[config.mk]
export PLATFORM = sky130hd
export DESIGN_NAME = adc_seq_ctrl
export DESIGN_NICKNAME = d
export VERILOG_FILES = /design/src/rtl/adc_seq_pkg.sv /design/src/rtl/adc_clk_div.sv /design/src/rtl/adc_phase_timer.sv /design/src/rtl/adc_grp_regs.sv /design/src/rtl/adc_seq_ctrl.sv
export SDC_FILE = /design/constraint.sdc
export NUM_CORES = 1
export LEC_CHECK = 0
export BUFFER_PORTS_ARGS = -buffer_cell sky130_fd_sc_hd__buf_2
export CAP_MARGIN = 30
export CELL_PAD_IN_SITES_DETAIL_PLACEMENT = 1
export CELL_PAD_IN_SITES_GLOBAL_PLACEMENT = 1
export CORE_AREA = 10 10 110 112
export DETAILED_ROUTE_END_ITERATION = 10
export DIE_AREA = 0 0 120 122
export HOLD_SLACK_MARGIN = 0.1
export PLACE_DENSITY_LB_ADDON = 0.25
export SYNTH_ARGS = -nofsm -noshare
export SYNTH_HDL_FRONTEND = slang
export SYNTH_SLANG_ARGS = --single-unit
[constraint.sdc]
create_clock -name clk -period 2.35 [get_ports clk]
set_input_delay 0.47 -clock clk [delete_from_list [all_inputs] [get_ports clk]]
set_output_delay 0.47 -clock clk [all_outputs]
set_load 0.005 [all_outputs]
[src/rtl/adc_seq_pkg.sv]
package adc_seq_pkg;

    localparam int RES_MAX = 12;   // widest result
    localparam int CNT_W   = 6;    // holds the longest phase count (24+12+2)
    localparam int DIV_W   = 3;    // holds the largest divide limit (7)
    localparam int BITS_W  = 5;

    typedef struct packed {
        logic [DIV_W-1:0]  div_lim;
        logic [CNT_W-1:0]  smp_len;
        logic [CNT_W-1:0]  tot_len;
        logic [BITS_W-1:0] res_bits;
    } conv_cfg_t;

    function automatic logic [CNT_W-1:0] smp_clocks(input logic [1:0] code,
                                                     input logic long_mode);
        logic [CNT_W-1:0] c;
        c = CNT_W'(code);
        if (long_mode) return CNT_W'(12) + (c << 2);
        return (c << 1) + CNT_W'(2);
    endfunction

    function automatic logic [BITS_W-1:0] res_width(input logic [1:0] code);
        case (code)
            2'd0:    return BITS_W'(8);
            2'd1:    return BITS_W'(10);
            default: return BITS_W'(RES_MAX);
        endcase
    endfunction

    function automatic logic [DIV_W-1:0] div_limit(input logic [1:0] code);
        case (code)
            2'd0:    return DIV_W'(0);
            2'd1:    return DIV_W'(1);
            2'd2:    return DIV_W'(3);
            default: return DIV_W'(7);
        endcase
    endfunction

    function automatic conv_cfg_t make_cfg(input logic [1:0] div_code,
                                           input logic [1:0] smp_code,
                                           input logic       long_mode,
                                           input logic [1:0] res_code);
        conv_cfg_t c;
        c.div_lim  = div_limit(div_code);
        c.smp_len  = smp_clocks(smp_code, long_mode);
        c.res_bits = res_width(res_code);
        c.tot_len  = c.smp_len + CNT_W'(c.res_bits) + CNT_W'(2);
        return c;
    endfunction

endpackage

[src/rtl/adc_clk_div.sv]
module adc_clk_div #(
    parameter int W = 3
) (
    input  logic         clk,
    input  logic         rst_n,
    input  logic         en,
    input  logic         start,
    input  logic [W-1:0] lim,
    output logic         tick
);

    logic [W-1:0] cnt_d, cnt_q;

    always_comb begin
        cnt_d = cnt_q;
        if (start || !en)      cnt_d = '0;
        else if (cnt_q == lim) cnt_d = '0;
        else                   cnt_d = cnt_q + 1'b1;
    end

    always_ff @(posedge clk or negedge rst_n) begin
        if (!rst_n) cnt_q <= '0;
        else        cnt_q <= cnt_d;
    end

    assign tick = en && (cnt_q == lim);

    // with a divide above one, two converter clocks never fall on adjacent cycles
    assert_tick_spacing_R2: assert property (@(posedge clk) disable iff (!rst_n)
        tick && !start && (lim != '0) |=> !tick);

endmodule

[src/rtl/adc_phase_timer.sv]
module adc_phase_timer #(
    parameter int W = 6
) (
    input  logic         clk,
    input  logic         rst_n,
    input  logic         en,
    input  logic         start,
    input  logic         tick,
    input  logic [W-1:0] smp_len,
    input  logic [W-1:0] tot_len,
    output logic         smp_phase,
    output logic         fin
);

    logic [W-1:0] cnt_d, cnt_q;

    always_comb begin
        cnt_d = cnt_q;
        if (start || !en) cnt_d = '0;
        else if (tick)    cnt_d = cnt_q + 1'b1;
    end

    always_ff @(posedge clk or negedge rst_n) begin
        if (!rst_n) cnt_q <= '0;
        else        cnt_q <= cnt_d;
    end

    assign smp_phase = en && (cnt_q < smp_len);
    assign fin       = en && tick && (cnt_q == tot_len - 1'b1);

    // once the conversion phase begins, sampling only resumes after a new start
    assert_no_resample_R1: assert property (@(posedge clk) disable iff (!rst_n)
        en && !start && !smp_phase |=> !smp_phase);

endmodule

[src/rtl/adc_grp_regs.sv]
module adc_grp_regs #(
    parameter int NUM_GRP = 4,
    parameter int CHAN_W  = 5,
    parameter int SEL_W   = 2
) (
    input  logic              clk,
    input  logic              rst_n,
    input  logic              wr,
    input  logic [SEL_W-1:0]  wr_sel,
    input  logic [CHAN_W-1:0] wr_chan,
    input  logic              wr_ie,
    input  logic [SEL_W-1:0]  rd_sel,
    output logic [CHAN_W-1:0] rd_chan,
    output logic              rd_ie
);

    typedef struct packed {
        logic [CHAN_W-1:0] chan;
        logic              ie;
    } grp_t;

    grp_t regs_d [NUM_GRP];
    grp_t regs_q [NUM_GRP];

    for (genvar g = 0; g < NUM_GRP; g++) begin : g_grp
        always_comb begin
            regs_d[g] = regs_q[g];
            if (wr && (wr_sel == SEL_W'(g))) begin
                regs_d[g].chan = wr_chan;
                regs_d[g].ie   = wr_ie;
            end
        end

        always_ff @(posedge clk or negedge rst_n) begin
            if (!rst_n) regs_q[g] <= '0;
            else        regs_q[g] <= regs_d[g];
        end
    end

    assign rd_chan = regs_q[rd_sel].chan;
    assign rd_ie   = regs_q[rd_sel].ie;

endmodule

[src/rtl/adc_seq_ctrl.sv]
module adc_seq_ctrl
    import adc_seq_pkg::*;
#(
    parameter int NUM_GRP = 4,
    parameter int CHAN_W  = 5,
    localparam int SEL_W  = $clog2(NUM_GRP)
) (
    input  logic               clk,
    input  logic               rst_n,
    input  logic [1:0]         cfg_div,
    input  logic [1:0]         cfg_smp,
    input  logic               cfg_long,
    input  logic [1:0]         cfg_res,
    input  logic               cfg_hw_mode,
    input  logic               cfg_cont,
    input  logic               grp_wr,
    input  logic [SEL_W-1:0]   grp_wr_sel,
    input  logic [CHAN_W-1:0]  grp_wr_chan,
    input  logic               grp_wr_ie,
    input  logic               hw_trig,
    input  logic [RES_MAX-1:0] afe_result,
    output logic               busy,
    output logic               smp_phase,
    output logic               done,
    output logic [SEL_W-1:0]   done_grp,
    output logic [CHAN_W-1:0]  done_chan,
    output logic [RES_MAX-1:0] done_data,
    output logic               done_irq
);

    typedef struct packed {
        logic               busy;
        logic [SEL_W-1:0]   grp;
        logic [SEL_W-1:0]   ptr;
        conv_cfg_t          cfg;
        logic               done;
        logic [SEL_W-1:0]   done_grp;
        logic [CHAN_W-1:0]  done_chan;
        logic               done_ie;
        logic [RES_MAX-1:0] done_data;
    } st_t;

    st_t st_d, st_q;

    logic              tick, fin, start;
    logic              abort, sw_start, hw_start, restart;
    logic [CHAN_W-1:0] cur_chan;
    logic              cur_ie;
    logic [BITS_W-1:0] shamt;

    adc_grp_regs #(.NUM_GRP(NUM_GRP), .CHAN_W(CHAN_W), .SEL_W(SEL_W)) u_regs (
        .clk     (clk),
        .rst_n   (rst_n),
        .wr      (grp_wr),
        .wr_sel  (grp_wr_sel),
        .wr_chan (grp_wr_chan),
        .wr_ie   (grp_wr_ie),
        .rd_sel  (st_q.grp),
        .rd_chan (cur_chan),
        .rd_ie   (cur_ie)
    );

    adc_clk_div #(.W(DIV_W)) u_div (
        .clk   (clk),
        .rst_n (rst_n),
        .en    (st_q.busy),
        .start (start),
        .lim   (st_q.cfg.div_lim),
        .tick  (tick)
    );

    adc_phase_timer #(.W(CNT_W)) u_timer (
        .clk       (clk),
        .rst_n     (rst_n),
        .en        (st_q.busy),
        .start     (start),
        .tick      (tick),
        .smp_len   (st_q.cfg.smp_len),
        .tot_len   (st_q.cfg.tot_len),
        .smp_phase (smp_phase),
        .fin       (fin)
    );

    always_comb begin
        abort    = st_q.busy && grp_wr && (grp_wr_sel == st_q.grp);
        sw_start = !cfg_hw_mode && grp_wr && (grp_wr_sel == '0);
        hw_start = cfg_hw_mode && hw_trig && !st_q.busy;
        restart  = st_q.busy && fin && cfg_cont && !abort;
        start    = sw_start || hw_start || restart;
        shamt    = BITS_W'(RES_MAX) - st_q.cfg.res_bits;

        st_d      = st_q;
        st_d.done = 1'b0;

        if (st_q.busy && fin && !abort) begin
            st_d.done      = 1'b1;
            st_d.done_grp  = st_q.grp;
            st_d.done_chan = cur_chan;
            st_d.done_ie   = cur_ie;
            st_d.done_data = afe_result >> shamt;
            st_d.busy      = cfg_cont;
        end

        if (abort) st_d.busy = 1'b0;

        if (sw_start) begin
            st_d.busy = 1'b1;
            st_d.grp  = '0;
        end else if (hw_start) begin
            st_d.busy = 1'b1;
            st_d.grp  = st_q.ptr;
            st_d.ptr  = (st_q.ptr == SEL_W'(NUM_GRP - 1)) ? '0 : st_q.ptr + 1'b1;
        end

        if (start) st_d.cfg = make_cfg(cfg_div, cfg_smp, cfg_long, cfg_res);
    end

    always_ff @(posedge clk or negedge rst_n) begin
        if (!rst_n) st_q <= '0;
        else        st_q <= st_d;
    end

    assign busy      = st_q.busy;
    assign done      = st_q.done;
    assign done_grp  = st_q.done_grp;
    assign done_chan = st_q.done_chan;
    assign done_data = st_q.done_data;
    assign done_irq  = st_q.done && st_q.done_ie;

    // software mode, idle, write to a nonzero group leaves the block idle
    assert_sw_other_idle_R5: assert property (@(posedge clk) disable iff (!rst_n)
        !busy && !cfg_hw_mode && grp_wr && (grp_wr_sel != '0) && !hw_trig |=> !busy);

    // hardware mode, write to the active group cancels without completion
    assert_abort_hw_R7: assert property (@(posedge clk) disable iff (!rst_n)
        busy && cfg_hw_mode && grp_wr && (grp_wr_sel == st_q.grp) |=> !busy && !done);

    // a write to another group leaves the running conversion in place
    assert_other_write_R8: assert property (@(posedge clk) disable iff (!rst_n)
        busy && grp_wr && (grp_wr_sel != st_q.grp) && !fin |=> busy && $stable(st_q.grp));

    // a trigger while busy neither moves the rotation nor the active group
    assert_hw_busy_ignore_R9: assert property (@(posedge clk) disable iff (!rst_n)
        busy && cfg_hw_mode && hw_trig && !grp_wr && !fin
        |=> busy && $stable(st_q.grp) && $stable(st_q.ptr));

    // at completion, busy continues exactly when continuous mode was on
    assert_cont_restart_R10: assert property (@(posedge clk) disable iff (!rst_n)
        done |-> (busy == $past(cfg_cont)));

    // completion is a single-cycle pulse
    assert_done_pulse_R4: assert property (@(posedge clk) disable iff (!rst_n)
        done |=> !done);

endmodule

==> metrics.txt, run 1 <==
# TYPE chip_impl_metric gauge
chip_impl_info{name="status",value="finished, final reports clean"} 1
chip_impl_metric{name="synth-seq-cells",unit=""} 74
chip_impl_metric{name="port-buffer-count",unit=""} 55
chip_impl_metric{name="finalWeightedCongestion",unit=""} 0.764
chip_impl_metric{name="die_width",unit="um"} 120
chip_impl_metric{name="sink_count_of_the_clock_tree",unit=""} 74
chip_impl_metric{name="synth_sequential_area_ratio",unit="%"} 45.0
chip_impl_metric{name="place_worst_setup_slack",unit="ns"} -0.100
chip_impl_metric{name="detail_route.wl_per_cell",unit="um"} 16.4
chip_impl_metric{name="antenna_violating_nets_post_route",unit=""} 0
chip_impl_metric{name="synth.distinct_cells",unit=""} 43
chip_impl_metric{name="finalSetupTns",unit="ns"} 0
chip_impl_metric{name="die_y",unit="um"} 122
chip_impl_metric{name="synth_enable_flop_cells",unit=""} 0
chip_impl_metric{name="synthArstFlopShare",unit="%"} 100
chip_impl_metric{name="hold_viol",unit=""} 0
chip_impl_metric{name="area_delta_synth_final",unit="%"} 14.9
chip_impl_metric{name="layout_min_cycle_time",unit="ns"} 2.20
chip_impl_metric{name="cell_depth_of_the_worst_min_delay_path",unit=""} 3
chip_impl_metric{name="clock_edge_transition_at_the_registers_on_the_reported_setup_and_hold_paths",unit="ns"} 0.09
chip_impl_metric{name="yosysTopAreaCellShare",unit="%"} 45.0
chip_impl_metric{name="routed_wl",unit="um"} 8910
chip_impl_info{name="startpoint_type",value="flop"} 1
chip_impl_metric{name="worst_slack",unit="ns"} 0.153
chip_impl_metric{name="grt_first_pass_wirelength",unit="um"} 14800
chip_impl_info{name="r2r-end",value="st_q[23]$_DFFE_PN0P_"} 1
chip_impl_metric{name="maximum_number_of_pins_on_one_net_before_global_route_repair",unit=""} 58
chip_impl_metric{name="reg2reg_depth",unit=""} 8
chip_impl_metric{name="worst-r2r-setup-slack",unit="ns"} 0.15
chip_impl_metric{name="max_cap_viol_count",unit=""} 0
chip_impl_metric{name="final_net_count",unit=""} 453
chip_impl_metric{name="first_global_vias",unit=""} 2961
chip_impl_metric{name="fin_worst_skew",unit="ns"} 0.00866
chip_impl_metric{name="post_synth.cell_area_avg",unit="um2"} 11.6
chip_impl_info{name="cp-end-kind",value="flop"} 1
chip_impl_metric{name="timing.critical_path.arrival",unit="ns"} 2.44
chip_impl_metric{name="viasPerCell",unit=""} 4.96
chip_impl_metric{name="path_max_fanout",unit=""} 16
chip_impl_metric{name="worst-slew-pin-transition",unit="ns"} 0.510
chip_impl_info{name="worst_hold_path_type",value="in2reg"} 1
chip_impl_info{name="capture_point_of_the_critical_path",value="st_q[23]$_DFFE_PN0P_"} 1
chip_impl_metric{name="ir_drop",unit="V"} 0.000383
chip_impl_metric{name="fp.coreArea",unit="um2"} 10000
chip_impl_metric{name="detailroute.via_count",unit=""} 2703
chip_impl_metric{name="antenna_found_initial",unit=""} 0
chip_impl_metric{name="clk_path_buf_depth",unit=""} 2
chip_impl_metric{name="place_hpwl",unit="um"} 6410
chip_impl_metric{name="post_route_cells_drive_above_1_share",unit="%"} 34.2
chip_impl_info{name="unrepaired_setup_endpoints_after_global_routing",value="false"} 1
chip_impl_metric{name="worst-endpoint-required",unit="ns"} 2.59
chip_impl_metric{name="filler_cell_count",unit=""} 1107
chip_impl_metric{name="dieArea",unit="um2"} 14600
chip_impl_info{name="category_of_the_critical_setup_timing_path",value="reg2reg"} 1
chip_impl_metric{name="design_power_total",unit="uW"} 4930
chip_impl_info{name="cts_root_buffer",value="clkbuf_8"} 1
chip_impl_metric{name="fin_crit_sh",unit="%"} 93.5
chip_impl_info{name="rr_startpoint",value="st_q[27]$_DFFE_PN0P_"} 1
chip_impl_metric{name="critPathMaxStageDelay",unit="ns"} 0.36
chip_impl_metric{name="io-pin-count",unit=""} 56
chip_impl_info{name="tritoncts",value="built"} 1
chip_impl_metric{name="post_dp_cell_area",unit="um2"} 4460
chip_impl_metric{name="cts_made_buffers",unit=""} 9
chip_impl_metric{name="synth_fp_nets",unit=""} 403
chip_impl_metric{name="synth_cells",unit=""} 354
chip_impl_info{name="timing.critical_path.cells",value="inv_1 -> ha_1 -> xor2_1 -> nand3_1 -> nor4_4 -> a31o_1 -> buf_12 -> mux2_2"} 1
chip_impl_info{name="setup.worst_path.start",value="st_q[27]$_DFFE_PN0P_"} 1
chip_impl_metric{name="powerDensity",unit="nW/um2"} 1040
chip_impl_info{name="cp_slowest_cell",value="dfrtp_1"} 1
chip_impl_metric{name="antenna_cells",unit=""} 0
chip_impl_metric{name="grt_usage",unit="%"} 12.7
chip_impl_info{name="synth_ff_type",value="dfrtp_1"} 1
chip_impl_metric{name="initial_core_utilization",unit="%"} 41.0
chip_impl_info{name="cells_taking_the_most_area_after_synthesis",value="dfrtp_1 45%, mux2_2 13%, ha_1 4.6%"} 1
chip_impl_info{name="largest_area_contributor_in_the_synthesized_netlist",value="dfrtp_1"} 1
chip_impl_metric{name="setup-violations-final",unit=""} 0
chip_impl_metric{name="cellLeakagePower",unit="uW"} 0.00233
chip_impl_metric{name="synth.yosys.warnings",unit=""} 0
chip_impl_metric{name="drt_iter0_markers",unit=""} 107
chip_impl_metric{name="drv_slew",unit=""} 0
chip_impl_metric{name="grt_remaining_overflow",unit=""} 0
chip_impl_metric{name="worst_case_hold_slack",unit="ns"} 0.338
chip_impl_metric{name="rows",unit=""} 37
chip_impl_metric{name="cts.htree.levels",unit=""} 3
chip_impl_metric{name="achievable-frequency",unit="GHz"} 0.455
chip_impl_metric{name="finish.instance_area",unit="um2"} 4730
chip_impl_metric{name="clk_latency",unit="ns"} 0.36
chip_impl_metric{name="drc",unit=""} 0
chip_impl_metric{name="synth_area",unit="um2"} 4120
chip_impl_metric{name="drt_pre_antenna_iters",unit=""} 4
chip_impl_metric{name="slew_headroom",unit="%"} 66.0
## area by class of cell
| type | count | area, um2 | area share [%] |
|---|---|---|---|
| multi-input combinational | 226 | 1940 | 41.0 |
| sequential | 74 | 1850 | 39.2 |
| timing repair buffer | 71 | 435 | 9.21 |
| tap | 136 | 170 | 3.60 |
| clock buffer | 10 | 138 | 2.91 |
| clock inverter | 6 | 113 | 2.38 |
| inverter | 22 | 82.6 | 1.75 |
## synthesized netlist by cell type, drive strengths merged, types with 4 or more instances
library cell and instances:
dfrtp 74, mux2 46, nand2 37, buf 27, inv 22, mux2i 17
ha 15, nor3 12, xor2 12, nor2 10, xnor2 10, mux4 9
nor2b 8, a21oi 6, o21ai 6, clkbuf 5, nand3 5, a211oi 4
and3 4, nor3b 4
## worst min path at each step
stage,start,to
after CTS,grp_wr_chan[3],u_regs.regs_q[22]$_DFFE_PN0P_
after global placement,rst_n,st_q[33]$_DFFE_PN0P_
after detailed placement,rst_n,st_q[33]$_DFFE_PN0P_
after global routing,grp_wr_chan[3],u_regs.regs_q[22]$_DFFE_PN0P_
after floorplan,rst_n,busy$_DFFE_PN0P_
final,grp_wr_chan[3],u_regs.regs_q[22]$_DFFE_PN0P_
## critical path: cells and delay by family (launching register included)
family	cells	cell delay, ns
and+or+nand+nor	2	0.47
DFF	1	0.36
muxes	1	0.35
adders and majority gates	1	0.29
buffers and inverters	2	0.23
AOI/OAI and AO/OA	1	0.23
xor gates and xnor gates	1	0.14
## repair_timing
action                                  in CTS  in global routing
endpoints found under the hold margin       17                  0
resized for setup                            0                  0
endpoints found under the setup margin       0                  6
setup buffers                                0                  1
hold buffers                                 1                  0
## registers in the layout, indices dropped and copies added (netlist names)
| name | count |
|---|---|
| busy | 1 |
| done_chan | 5 |
| done | 1 |
| u_regs.regs_q | 24 |
| u_timer.cnt_q | 6 |
| st_q | 20 |
| u_div.cnt_q | 3 |
| done_data | 12 |
| done_grp | 2 |
## metal layers
metal	global-route usage, %	part of all wire, %	vias up	routed length [um]
met5	0	0	-	0
met4	4.00	0.92	0	82
met3	4.39	4.5	7	403
met2	20.3	47	50	4160
met1	15.9	48	1341	4270
li1	-	-	1305	-
## power by group
group          switching (uW)  internal, uW
clock                     502           738
combinational             932           949
sequential                223          1580
total                    1660          3270
## logic make-up (layout without fill, tap and decap cells)
| family | Yosys count | count (layout) | share of synthesized area (%) |
|---|---|---|---|
| compound gates | 24 | 24 | 3.62 |
| xor+xnor | 22 | 22 | 4.68 |
| fa+ha+maj | 16 | 16 | 5.05 |
| buf+inv | 54 | 109 | 7.87 |
| flops | 74 | 74 | 45.0 |
| mux | 72 | 72 | 22.2 |
| simple gates | 92 | 92 | 11.6 |
## placed cells by master, fill, tap and decap left out, types with 11 or more instances in the layout
cell     instances
ha_1            15
mux2_2          46
nand2_1         36
nor3_1          11
dfrtp_1         74
xor2_1          12
buf_2           55
buf_4           12
inv_1           22
mux2i_1         17
## metrics by stage
| step | cells | utilization, % |
|---|---|---|
| 4_1_cts | 544 | 47.0 |
| 5_1_grt | 545 | 47.1 |
| 3_5_place_dp | 527 | 44.4 |
| 6_report | 545 | 47.1 |
| 2_1_floorplan | 354 | - |
| 3_3_place_gp | 527 | 44.4 |
Power figures use the tool's default switching activity.
==> run 2, diff against run 1 <==
CORE_AREA = 10 10 107 109   (was 10 10 110 112)
DIE_AREA = 0 0 117 119   (was 0 0 120 122)
==> metrics.txt, run 2 (synthesis results as in run 1) <==
# TYPE chip_impl_metric gauge
chip_impl_info{name="status",value="finished, final reports clean"} 1
chip_impl_metric{name="path_max_fanout",unit=""} 21
chip_impl_metric{name="slew_headroom",unit="%"} 62.7
chip_impl_metric{name="clock_edge_transition_at_the_registers_on_the_reported_setup_and_hold_paths",unit="ns"} 0.08
chip_impl_metric{name="routed_wl",unit="um"} 8800
chip_impl_metric{name="worst-endpoint-required",unit="ns"} 2.58
chip_impl_metric{name="rows",unit=""} 36
chip_impl_metric{name="detail_route.wl_per_cell",unit="um"} 16.9
chip_impl_metric{name="post_dp_cell_area",unit="um2"} 4430
chip_impl_metric{name="final_net_count",unit=""} 452
chip_impl_metric{name="clk_path_buf_depth",unit=""} 2
chip_impl_metric{name="max_cap_viol_count",unit=""} 0
chip_impl_metric{name="clk_latency",unit="ns"} 0.34
chip_impl_info{name="layout.cells.most_common",value="dfrtp_1"} 1
chip_impl_metric{name="hold_viol",unit=""} 0
chip_impl_metric{name="flip_flop_count_of_the_largest_register_all_copies_and_words_added",unit=""} 24
chip_impl_metric{name="first_global_vias",unit=""} 3041
chip_impl_metric{name="powerDensity",unit="nW/um2"} 992
chip_impl_metric{name="grt_remaining_overflow",unit=""} 0
chip_impl_info{name="most-common-layout-cells",value="74 x dfrtp_1, 55 x buf_2, 46 x mux2_2"} 1
chip_impl_metric{name="cellLeakagePower",unit="uW"} 0.00228
chip_impl_info{name="reg_with_most_ffs",value="u_regs.regs_q"} 1
chip_impl_metric{name="fin_crit_sh",unit="%"} 94.7
chip_impl_metric{name="fp.coreArea",unit="um2"} 9460
chip_impl_metric{name="drc",unit=""} 0
chip_impl_metric{name="port-buffer-count",unit=""} 55
chip_impl_metric{name="die_y",unit="um"} 119
chip_impl_metric{name="viasPerCell",unit=""} 5.20
chip_impl_metric{name="reg2reg_depth",unit=""} 9
chip_impl_metric{name="ir_drop",unit="V"} 0.000361
chip_impl_metric{name="cts.htree.levels",unit=""} 3
chip_impl_info{name="worst_hold_path_type",value="in2async"} 1
chip_impl_metric{name="drt_iter0_markers",unit=""} 65
chip_impl_metric{name="cts_made_buffers",unit=""} 9
chip_impl_metric{name="die_width",unit="um"} 117
chip_impl_info{name="category_of_the_critical_setup_timing_path",value="reg2reg"} 1
chip_impl_metric{name="drt_pre_antenna_iters",unit=""} 4
chip_impl_metric{name="grt_usage",unit="%"} 13.3
chip_impl_metric{name="antenna_violating_nets_post_route",unit=""} 0
chip_impl_metric{name="setup-violations-final",unit=""} 0
chip_impl_metric{name="finalWeightedCongestion",unit=""} 0.817
chip_impl_metric{name="finish.instance_area",unit="um2"} 4610
chip_impl_info{name="unrepaired_setup_endpoints_after_global_routing",value="false"} 1
chip_impl_metric{name="post_route_cells_drive_above_1_share",unit="%"} 34.3
chip_impl_metric{name="achievable-frequency",unit="GHz"} 0.450
chip_impl_metric{name="worst-slew-pin-transition",unit="ns"} 0.559
chip_impl_metric{name="sink_count_of_the_clock_tree",unit=""} 74
chip_impl_metric{name="detailroute.via_count",unit=""} 2717
chip_impl_metric{name="initial_core_utilization",unit="%"} 43.5
chip_impl_metric{name="sequential_cell_area",unit="um2"} 1850
chip_impl_info{name="startpoint_type",value="flop"} 1
chip_impl_metric{name="area_occupied_by_multi_input_gates",unit="um2"} 1940
chip_impl_metric{name="antenna_cells",unit=""} 0
chip_impl_metric{name="filler_cell_count",unit=""} 1027
chip_impl_metric{name="worst_slack",unit="ns"} 0.126
chip_impl_metric{name="area_delta_synth_final",unit="%"} 12.0
chip_impl_info{name="cts_root_buffer",value="clkbuf_8"} 1
chip_impl_metric{name="dieArea",unit="um2"} 13900
chip_impl_metric{name="drv_slew",unit=""} 0
chip_impl_metric{name="place_worst_setup_slack",unit="ns"} -0.152
chip_impl_metric{name="layout_min_cycle_time",unit="ns"} 2.22
chip_impl_metric{name="io-pin-count",unit=""} 56
chip_impl_metric{name="timing.critical_path.arrival",unit="ns"} 2.46
chip_impl_metric{name="fin_worst_skew",unit="ns"} 0.00798
chip_impl_metric{name="maximum_number_of_pins_on_one_net_before_global_route_repair",unit=""} 75
chip_impl_metric{name="antenna_found_initial",unit=""} 0
chip_impl_metric{name="worst-r2r-setup-slack",unit="ns"} 0.13
chip_impl_info{name="tritoncts",value="built"} 1
chip_impl_metric{name="grt_first_pass_wirelength",unit="um"} 14900
chip_impl_metric{name="place_hpwl",unit="um"} 6550
chip_impl_metric{name="post_cts.repair.setup_buffers",unit=""} 0
chip_impl_info{name="cp-end-kind",value="flop"} 1
[run 2: final cells by class]
type	instances	share of cell area [%]
clock inverters	6	0.923
well taps	114	3.09
repair buffers	70	8.96
clock buffers	10	2.99
flip-flops and latches	74	40.2
inverters	22	1.79
multi-input cells	226	42.1
[run 2: power breakdown]
part / switching [uW] / internal, uW / leakage, uW
Clock: 484 / 411 / 0.0000882
Combinational: 924 / 938 / 0.00126
Sequential: 230 / 1590 / 0.000931
Total: 1640 / 2930 / 0.00228
[run 2: worst paths after layout]
kind | end | from
setup reg to reg | done_chan[0]$_DFFE_PN0P_ | st_q[27]$_DFFE_PN0P_
hold reg to reg | u_regs.regs_q[22]$_DFFE_PN0P_ | u_regs.regs_q[22]$_DFFE_PN0P_
setup / recovery | done_chan[0]$_DFFE_PN0P_ | st_q[27]$_DFFE_PN0P_
max in group asynchronous | done_chan[2]$_DFFE_PN0P_ | rst_n
min in group clk | u_regs.regs_q[23]$_DFFE_PN0P_ | grp_wr_chan[4]
hold / removal | st_q[40]$_DFFE_PN0P_ | rst_n
[run 2: through the flow]
stage	hold slack [ns]	instances	utilization, %	setup TNS (ns)	total power (uW)
after floorplan	0.174	354	-	0	3240
after global placement	0.456	506	46.8	-0.0462	3660
after detailed placement	0.458	506	46.8	-0.152	3740
after CTS	0.157	522	48.7	0	4660
after global routing	0.160	522	48.7	0	4950
final	0.136	522	48.7	0	4570
[run 2: timing repair]
action,4_1_cts,5_1_grt
endpoints found under the setup margin,0,24
hold buffers,0,0
gates resized for setup,0,0
[run 2: critical path: stages, from the launching register on]
cell	delay, ns
dfrtp_1	0.40
inv_1	0.07
ha_1	0.22
nor3b_2	0.17
xnor2_1	0.28
nor4_4	0.10
buf_4	0.16
nand2_2	0.05
buf_4	0.28
mux2_2	0.38
[run 2: metal layers]
| layer | vias to the layer above | GRT usage [%] | part of all wire [%] |
|---|---|---|---|
| met1 | 1360 | 16.6 | 46 |
| li1 | 1308 | - | - |
| met2 | 41 | 21.8 | 49 |
| met5 | - | 0 | 0 |
| met3 | 8 | 3.56 | 4.1 |
| met4 | 0 | 4.02 | 1.0 |
